`config.mk`:
```
export PLATFORM = sky130hd
export DESIGN_NAME = fxc_convert
export DESIGN_NICKNAME = d
export VERILOG_FILES = /design/src/rtl/fxc_pkg.sv /design/src/rtl/fxc_quant.sv /design/src/rtl/fxc_range.sv /design/src/rtl/fxc_pipe.sv /design/src/rtl/fxc_convert.sv
export SDC_FILE = /design/constraint.sdc
export NUM_CORES = 1
export LEC_CHECK = 0
export ABC_AREA = 1
export CAP_MARGIN = 5
export CORE_MARGIN = 2
export CORE_UTILIZATION = 40
export DETAILED_ROUTE_END_ITERATION = 6
export PLACE_DENSITY_LB_ADDON = 0.08
export SYNTH_ARGS = -nofsm -noshare
export SYNTH_HDL_FRONTEND = slang
export SYNTH_SLANG_ARGS = --single-unit
export TNS_END_PERCENT = 10
```
`constraint.sdc`:
```
create_clock -name clk -period 1.2 [get_ports clk]
set_input_delay 0.24 -clock clk [delete_from_list [all_inputs] [get_ports clk]]
set_output_delay 0.24 -clock clk [all_outputs]
set_load 0.1 [all_outputs]
```
`src/rtl/fxc_pkg.sv`:
```
package fxc_pkg;

  typedef enum logic [1:0] {
    OVF_WRAP = 2'b00,
    OVF_SAT  = 2'b01,
    OVF_FLAG = 2'b10,
    OVF_ALT  = 2'b11
  } ovf_mode_e;

  typedef enum logic {
    QNT_TRUNC = 1'b0,
    QNT_ROUND = 1'b1
  } qnt_mode_e;

  function automatic logic mode_clamps(input ovf_mode_e m);
    return (m == OVF_SAT);
  endfunction

  function automatic logic mode_raises(input ovf_mode_e m);
    return (m == OVF_FLAG);
  endfunction

endpackage

```
`src/rtl/fxc_quant.sv`:
```
module fxc_quant #(
  parameter int IN_W      = 16,
  parameter int IN_FRAC   = 13,
  parameter int IN_SIGNED = 1,
  parameter int OUT_FRAC  = 9
) (
  input  logic                   clk,
  input  logic                   rst_n,
  input  logic [IN_W-1:0]        din,
  input  logic                   rnd,
  output logic signed [IN_W+1:0] q,
  output logic                   bump
);

  localparam int EW    = IN_W + 2;
  localparam int SHIFT = IN_FRAC - OUT_FRAC;

  // Place the raw word in a wider signed field with two guard bits.
  function automatic logic signed [EW-1:0] widen(input logic [IN_W-1:0] d);
    if (IN_SIGNED != 0) return {{2{d[IN_W-1]}}, d};
    else                return {2'b00, d};
  endfunction

  logic signed [EW-1:0] ext;
  logic signed [EW-1:0] q_floor;

  assign ext = widen(din);

  generate
    if (SHIFT == 0) begin : g_noshift
      assign q_floor = ext;
      assign q       = ext;
    end else begin : g_shift
      localparam logic signed [EW-1:0] HALF = EW'(1) << (SHIFT - 1);
      logic signed [EW-1:0] biased;
      assign biased  = rnd ? ext + HALF : ext;
      assign q       = biased >>> SHIFT;
      assign q_floor = ext >>> SHIFT;
    end
  endgenerate

  // Named event: rounding moved the result one step above the floor value.
  assign bump = (q != q_floor);


  trunc_exact_chk: assert property (@(posedge clk) disable iff (!rst_n)
    !rnd |-> !bump);


  round_step_chk: assert property (@(posedge clk) disable iff (!rst_n)
    bump |-> ((q - q_floor) == EW'(1)));

endmodule

```
`src/rtl/fxc_range.sv`:
```
module fxc_range #(
  parameter int EW         = 18,
  parameter int OUT_W      = 12,
  parameter int OUT_SIGNED = 1
) (
  input  logic                 clk,
  input  logic                 rst_n,
  input  logic signed [EW-1:0] q,
  input  logic                 clamp_en,
  output logic                 above,
  output logic                 below,
  output logic [OUT_W-1:0]     res
);

  localparam logic signed [EW-1:0] MAXV = (OUT_SIGNED != 0)
                                        ? (EW'(1) << (OUT_W - 1)) - EW'(1)
                                        : (EW'(1) << OUT_W) - EW'(1);
  localparam logic signed [EW-1:0] MINV = (OUT_SIGNED != 0) ? ~MAXV : '0;

  function automatic logic [OUT_W-1:0] fit(input logic signed [EW-1:0] v,
                                           input logic hi, input logic lo,
                                           input logic en);
    if (en && hi)      return MAXV[OUT_W-1:0];
    else if (en && lo) return MINV[OUT_W-1:0];
    else               return v[OUT_W-1:0];
  endfunction

  always_comb begin
    above = (q > MAXV);
    below = (q < MINV);
    res   = fit(q, above, below, clamp_en);
  end


  bound_excl_chk: assert property (@(posedge clk) disable iff (!rst_n)
    $onehot0({above, below}));

endmodule

```
`src/rtl/fxc_pipe.sv`:
```
module fxc_pipe #(
  parameter int W     = 14,
  parameter int DEPTH = 2
) (
  input  logic         clk,
  input  logic         rst_n,
  input  logic [W-1:0] d,
  output logic [W-1:0] q
);

  logic [W-1:0] stg [DEPTH];

  generate
    for (genvar i = 0; i < DEPTH; i++) begin : g_stage
      if (i == 0) begin : g_head
        always_ff @(posedge clk) begin
          if (!rst_n) stg[i] <= '0;
          else        stg[i] <= d;
        end
      end else begin : g_body
        always_ff @(posedge clk) begin
          if (!rst_n) stg[i] <= '0;
          else        stg[i] <= stg[i-1];
        end
      end
    end
  endgenerate

  assign q = stg[DEPTH-1];

endmodule

```
`src/rtl/fxc_convert.sv`:
```
module fxc_convert
  import fxc_pkg::*;
#(
  parameter int IN_W       = 16,
  parameter int IN_FRAC    = 13,
  parameter int IN_SIGNED  = 1,
  parameter int OUT_W      = 12,
  parameter int OUT_FRAC   = 9,
  parameter int OUT_SIGNED = 1,
  parameter int LATENCY    = 2
) (
  input  logic             clk,
  input  logic             rst_n,
  input  logic             vld_i,
  input  logic [IN_W-1:0]  din_i,
  input  logic             rnd_i,
  input  logic [1:0]       ovf_mode_i,
  output logic             vld_o,
  output logic [OUT_W-1:0] dout_o,
  output logic             ovf_o
);

  localparam int EW = IN_W + 2;
  localparam int PW = OUT_W + 2;
  localparam int CW = $clog2(LATENCY + 1) + 1;

  ovf_mode_e            mode;
  logic signed [EW-1:0] scaled;
  logic                 rnd_bump;
  logic                 over_hi;
  logic                 over_lo;
  logic [OUT_W-1:0]     fitted;
  logic                 raise;
  logic [PW-1:0]        pipe_in;
  logic [PW-1:0]        pipe_out;

  assign mode = ovf_mode_e'(ovf_mode_i);

  fxc_quant #(
    .IN_W     (IN_W),
    .IN_FRAC  (IN_FRAC),
    .IN_SIGNED(IN_SIGNED),
    .OUT_FRAC (OUT_FRAC)
  ) u_quant (
    .clk  (clk),
    .rst_n(rst_n),
    .din  (din_i),
    .rnd  (rnd_i),
    .q    (scaled),
    .bump (rnd_bump)
  );

  fxc_range #(
    .EW        (EW),
    .OUT_W     (OUT_W),
    .OUT_SIGNED(OUT_SIGNED)
  ) u_range (
    .clk     (clk),
    .rst_n   (rst_n),
    .q       (scaled),
    .clamp_en(mode_clamps(mode)),
    .above   (over_hi),
    .below   (over_lo),
    .res     (fitted)
  );

  assign raise   = vld_i && mode_raises(mode) && (over_hi || over_lo);
  assign pipe_in = {vld_i, raise, fitted};

  fxc_pipe #(
    .W    (PW),
    .DEPTH(LATENCY)
  ) u_pipe (
    .clk  (clk),
    .rst_n(rst_n),
    .d    (pipe_in),
    .q    (pipe_out)
  );

  assign vld_o  = pipe_out[PW-1];
  assign ovf_o  = pipe_out[PW-2];
  assign dout_o = pipe_out[OUT_W-1:0];

  // Samples accepted but not yet presented at the output.
  logic [CW-1:0] pend;
  always_ff @(posedge clk) begin
    if (!rst_n) pend <= '0;
    else        pend <= pend + CW'(vld_i) - CW'(vld_o);
  end


  lat_bound_chk: assert property (@(posedge clk) disable iff (!rst_n)
    pend <= CW'(LATENCY));


  out_has_src_chk: assert property (@(posedge clk) disable iff (!rst_n)
    vld_o |-> (pend != '0));


  flag_needs_valid_chk: assert property (@(posedge clk) disable iff (!rst_n)
    ovf_o |-> vld_o);


  carry_seen_chk: assert property (@(posedge clk) disable iff (!rst_n)
    (rnd_bump && over_hi) |-> rnd_i);

endmodule

```
==> flow_metrics.tcl <==
set metrics [dict create \
    grt_max_degree 16 \
    leakagePower_nw 1.06 \
    core_um2 3000 \
    dpl_cell_area_um2 1950 \
    path_cells "clkdlybuf4s15_1 -> nand3_2 -> nor2_4 -> nand4_1 -> nand4_4 -> buf_12 -> nand2_1 -> nor2_1" \
    syn_area_um2 1250 \
    ant_nets 0 \
    post-route-period-util_pct 95.2 \
    net-switching-power_w 0.000564 \
    fin_ws_ns 0.0579 \
    dp_slack_ns -0.633 \
    root_buffer "clkbuf_4" \
    crit_fanout 6 \
    switching_share_pct 28.9 \
    yosysSeqAreaShare_pct 44.8 \
    die_y_um 59.9 \
    initial_core_util_pct 41.6 \
    nets 245 \
    slew_headroom_pct 69.4 \
    synth_top_area_share_pct 44.8 \
    r2r_slack_ns 0.70 \
    antenna_found_initial 0 \
    wl_per_cell_um 9.37 \
    crit_arrival_ns 1.40 \
    path_class "in2reg" \
    worst_slew_pin_slew_ns 0.458 \
    regArea_um2 561 \
    status "completed" \
    maxCapViolations 0 \
    hold_violations 0 \
    portBuffers 32 \
    die_w_um 59.9 \
    n_fill_cell 254 \
    cpPeakStageDelay_ns 0.24 \
    synth_commonest_cells "nand2_1, inv_1, dfxtp_1, a21oi_2, nand3_1" \
    cp-end-kind "flip-flop" \
    synth_seq_cells 28 \
    synthFlopType "dfxtp_1" \
    htree_levels 1 \
    crit_path_start_kind "primary input" \
    r2r-end "u_pipe.stg[1][6]$_SDFF_PN0_" \
    post-synth-top-count-cell "nand2_1" \
    power_density_nw_per_um2 949 \
    min_period_ns 1.14 \
    reg_top3 "u_pipe.stg: 28 flops" \
    worst_clock_skew_ns 0.00137 \
    grt_pass1_vias 1025 \
    crit_start "din_i[8]" \
    crit_end "u_pipe.stg[0][11]$_SDFF_PP0_" \
    cts_buffers 3 \
    post-route-util_pct 68.5 \
    dr_total_vias 1131 \
    drt_iter0_drc 15 \
    track_usage_pct 14.6 \
    boundaryPins 36 \
    synthCells 160 \
    p_total_w 0.00195 \
    max-clock-path-buffers 2 \
    insertion_delay_ns 0.32 \
    dr.pass1.iters 4 \
    max_freq_ghz 0.876 \
    async_flop_share_pct 0 \
    multi_input_area_um2 626 \
    antenna_cells 0 \
    fin_area_um2 2060 \
    drc 0 \
    seqPwrFrac_pct 51.2 \
    drive_gt1_share_pct 39.8 \
    synth_area_leaders "dfxtp_1, nand2_1, inv_1, a21oi_2, nand3_1" \
    cts_tree "built" \
    num_rows 20 \
    p_int_w 0.00139 \
    reg2reg_from "u_pipe.stg[0][6]$_SDFF_PN0_" \
    crit_buf_inv 2 \
    cp.required_ns 1.46 \
    comb_power_share_pct 26.8 \
    r2r_cells 2 \
    wirelength_um 2380 \
    setup_violations 0 \
    synth.distinct_cells 21 \
    pwr-share-clk_pct 21.9 \
    dp.final_hpwl_um 1880 \
    critPathSlowestCell "clkdlybuf4s15_1" \
    syn_nets 183 \
    grt_overflow 0 \
    synth-edff-count 0 \
    clk_pin_slew_worst_paths_ns 0.13 \
    hold_depth 5 \
    report.final.slew_viol_count 0 \
    syn2layout_area_growth_pct 64.6 \
    yosysTopAreaCell "dfxtp_1" \
    gp_congestion 0.787 \
    ir_worst_vdd_uv 435 \
    die_area_um2 3590 \
    via_per_inst 4.45 \
    grt_pass1_wl_um 3960 \
    largest_reg_flops 28 \
    top_register "u_pipe.stg" \
    clock-sinks 28 \
    hp-class "in2reg" \
    path_depth 8 \
    ys_warn_count 0 \
    syn-mean-instance-area_um2 7.81 \
    crit_family "simple AND/OR/NAND/NOR gates" \
]
[cells by family (layout without fill, tap and decap cells)]
logic type,after synthesis,after routing,synth area share [%]
buffers and inverters,35,96,11.1
adders and majority gates,1,1,1.00
AOI/OAI and AO/OA,13,13,8.51
and+or+nand+nor,76,76,29.6
DFF,28,28,44.8
xor gates and xnor gates,7,7,4.91
[worst min path at each step]
stage | startpoint | endpoint | slack [ns]
detailed placement | u_pipe.stg[0][8]$_SDFF_PN0_ | u_pipe.stg[1][8]$_SDFF_PN0_ | 0.40
CTS | din_i[4] | u_pipe.stg[0][0]$_SDFF_PN0_ | 0.42
global route | din_i[4] | u_pipe.stg[0][0]$_SDFF_PN0_ | 0.36
global placement | u_pipe.stg[0][13]$_SDFF_PN0_ | u_pipe.stg[1][13]$_SDFF_PN0_ | 0.39
finish | din_i[4] | u_pipe.stg[0][0]$_SDFF_PN0_ | 0.33
floorplan | vld_i | u_pipe.stg[0][13]$_SDFF_PN0_ | 0.35
[power groups by stage]
stage	sequential [W]	combinational (W)	clock, W
after floorplan	0.00116	0.000135	0
after global placement	0.00102	0.000512	0
after detailed placement	0.00102	0.000520	0
after CTS	0.00100	0.000522	0.000442
after global routing	0.00100	0.000559	0.000469
final	0.00100	0.000524	0.000428
[worst min-delay path, stage by stage]
cell and delay, ns:
buf_2 0.13, nand2_1 0.06, nand2_1 0.05, nand2_1 0.08, a21oi_2 0.05
[layout by cell type, fill, tap and decap left out, types with 3 or more instances in the layout]
| master | netlist | final |
|---|---|---|
| nand2_1 | 44 | 41 |
| inv_1 | 30 | 28 |
| dfxtp_1 | 28 | 28 |
| buf_4 | 0 | 26 |
| buf_12 | 0 | 15 |
| a21oi_2 | 10 | 10 |
| nand3_1 | 9 | 7 |
| nand2_2 | 4 | 6 |
| nor2_4 | 3 | 5 |
| clkbuf_2 | 0 | 5 |
| clkdlybuf4s15_1 | 0 | 5 |
| nand4_1 | 4 | 4 |
| xor2_1 | 4 | 4 |
| nor2_1 | 6 | 4 |
| clkdlybuf4s50_1 | 0 | 4 |
| inv_2 | 1 | 3 |
| xnor2_1 | 3 | 3 |
| clkbuf_4 | 0 | 3 |
[per-stage QoR]
stage,TNS [ns],hold slack (ns),std cells
global placement,-6.87,0.393,247
global route,-0.0346,0.357,254
finish,0,0.327,254
floorplan,0,0.351,160
detailed placement,-7.73,0.396,247
CTS,0,0.416,252
[layout make-up]
cell class | count | share of cell area, %
well taps | 33 | 2.01
multi-input cells | 97 | 30.4
clock buffers | 4 | 1.76
inverters | 31 | 5.66
flip-flops and latches | 28 | 27.3
repair buffers | 61 | 32.9
[routing by layer]
layer  wire length (um)  track usage (%)  share of wire (%)  vias up
met4                 56             7.94                2.4        0
met2               1350             29.3                 57       33
li1                   -                -                  -      610
met5                  0                0                  0        -
met1                893             14.2                 38      483
met3                 83             1.30                3.5        5
[timing repair]
item | in CTS | in global routing
setup endpoints to repair | 13 | 13
pin swaps | 9 | 9
resized for setup | 29 | 22
setup buffers | 0 | 2
gates cloned | 1 | 0
hold buffers | 0 | 0
(Power assumes the default switching activity.)
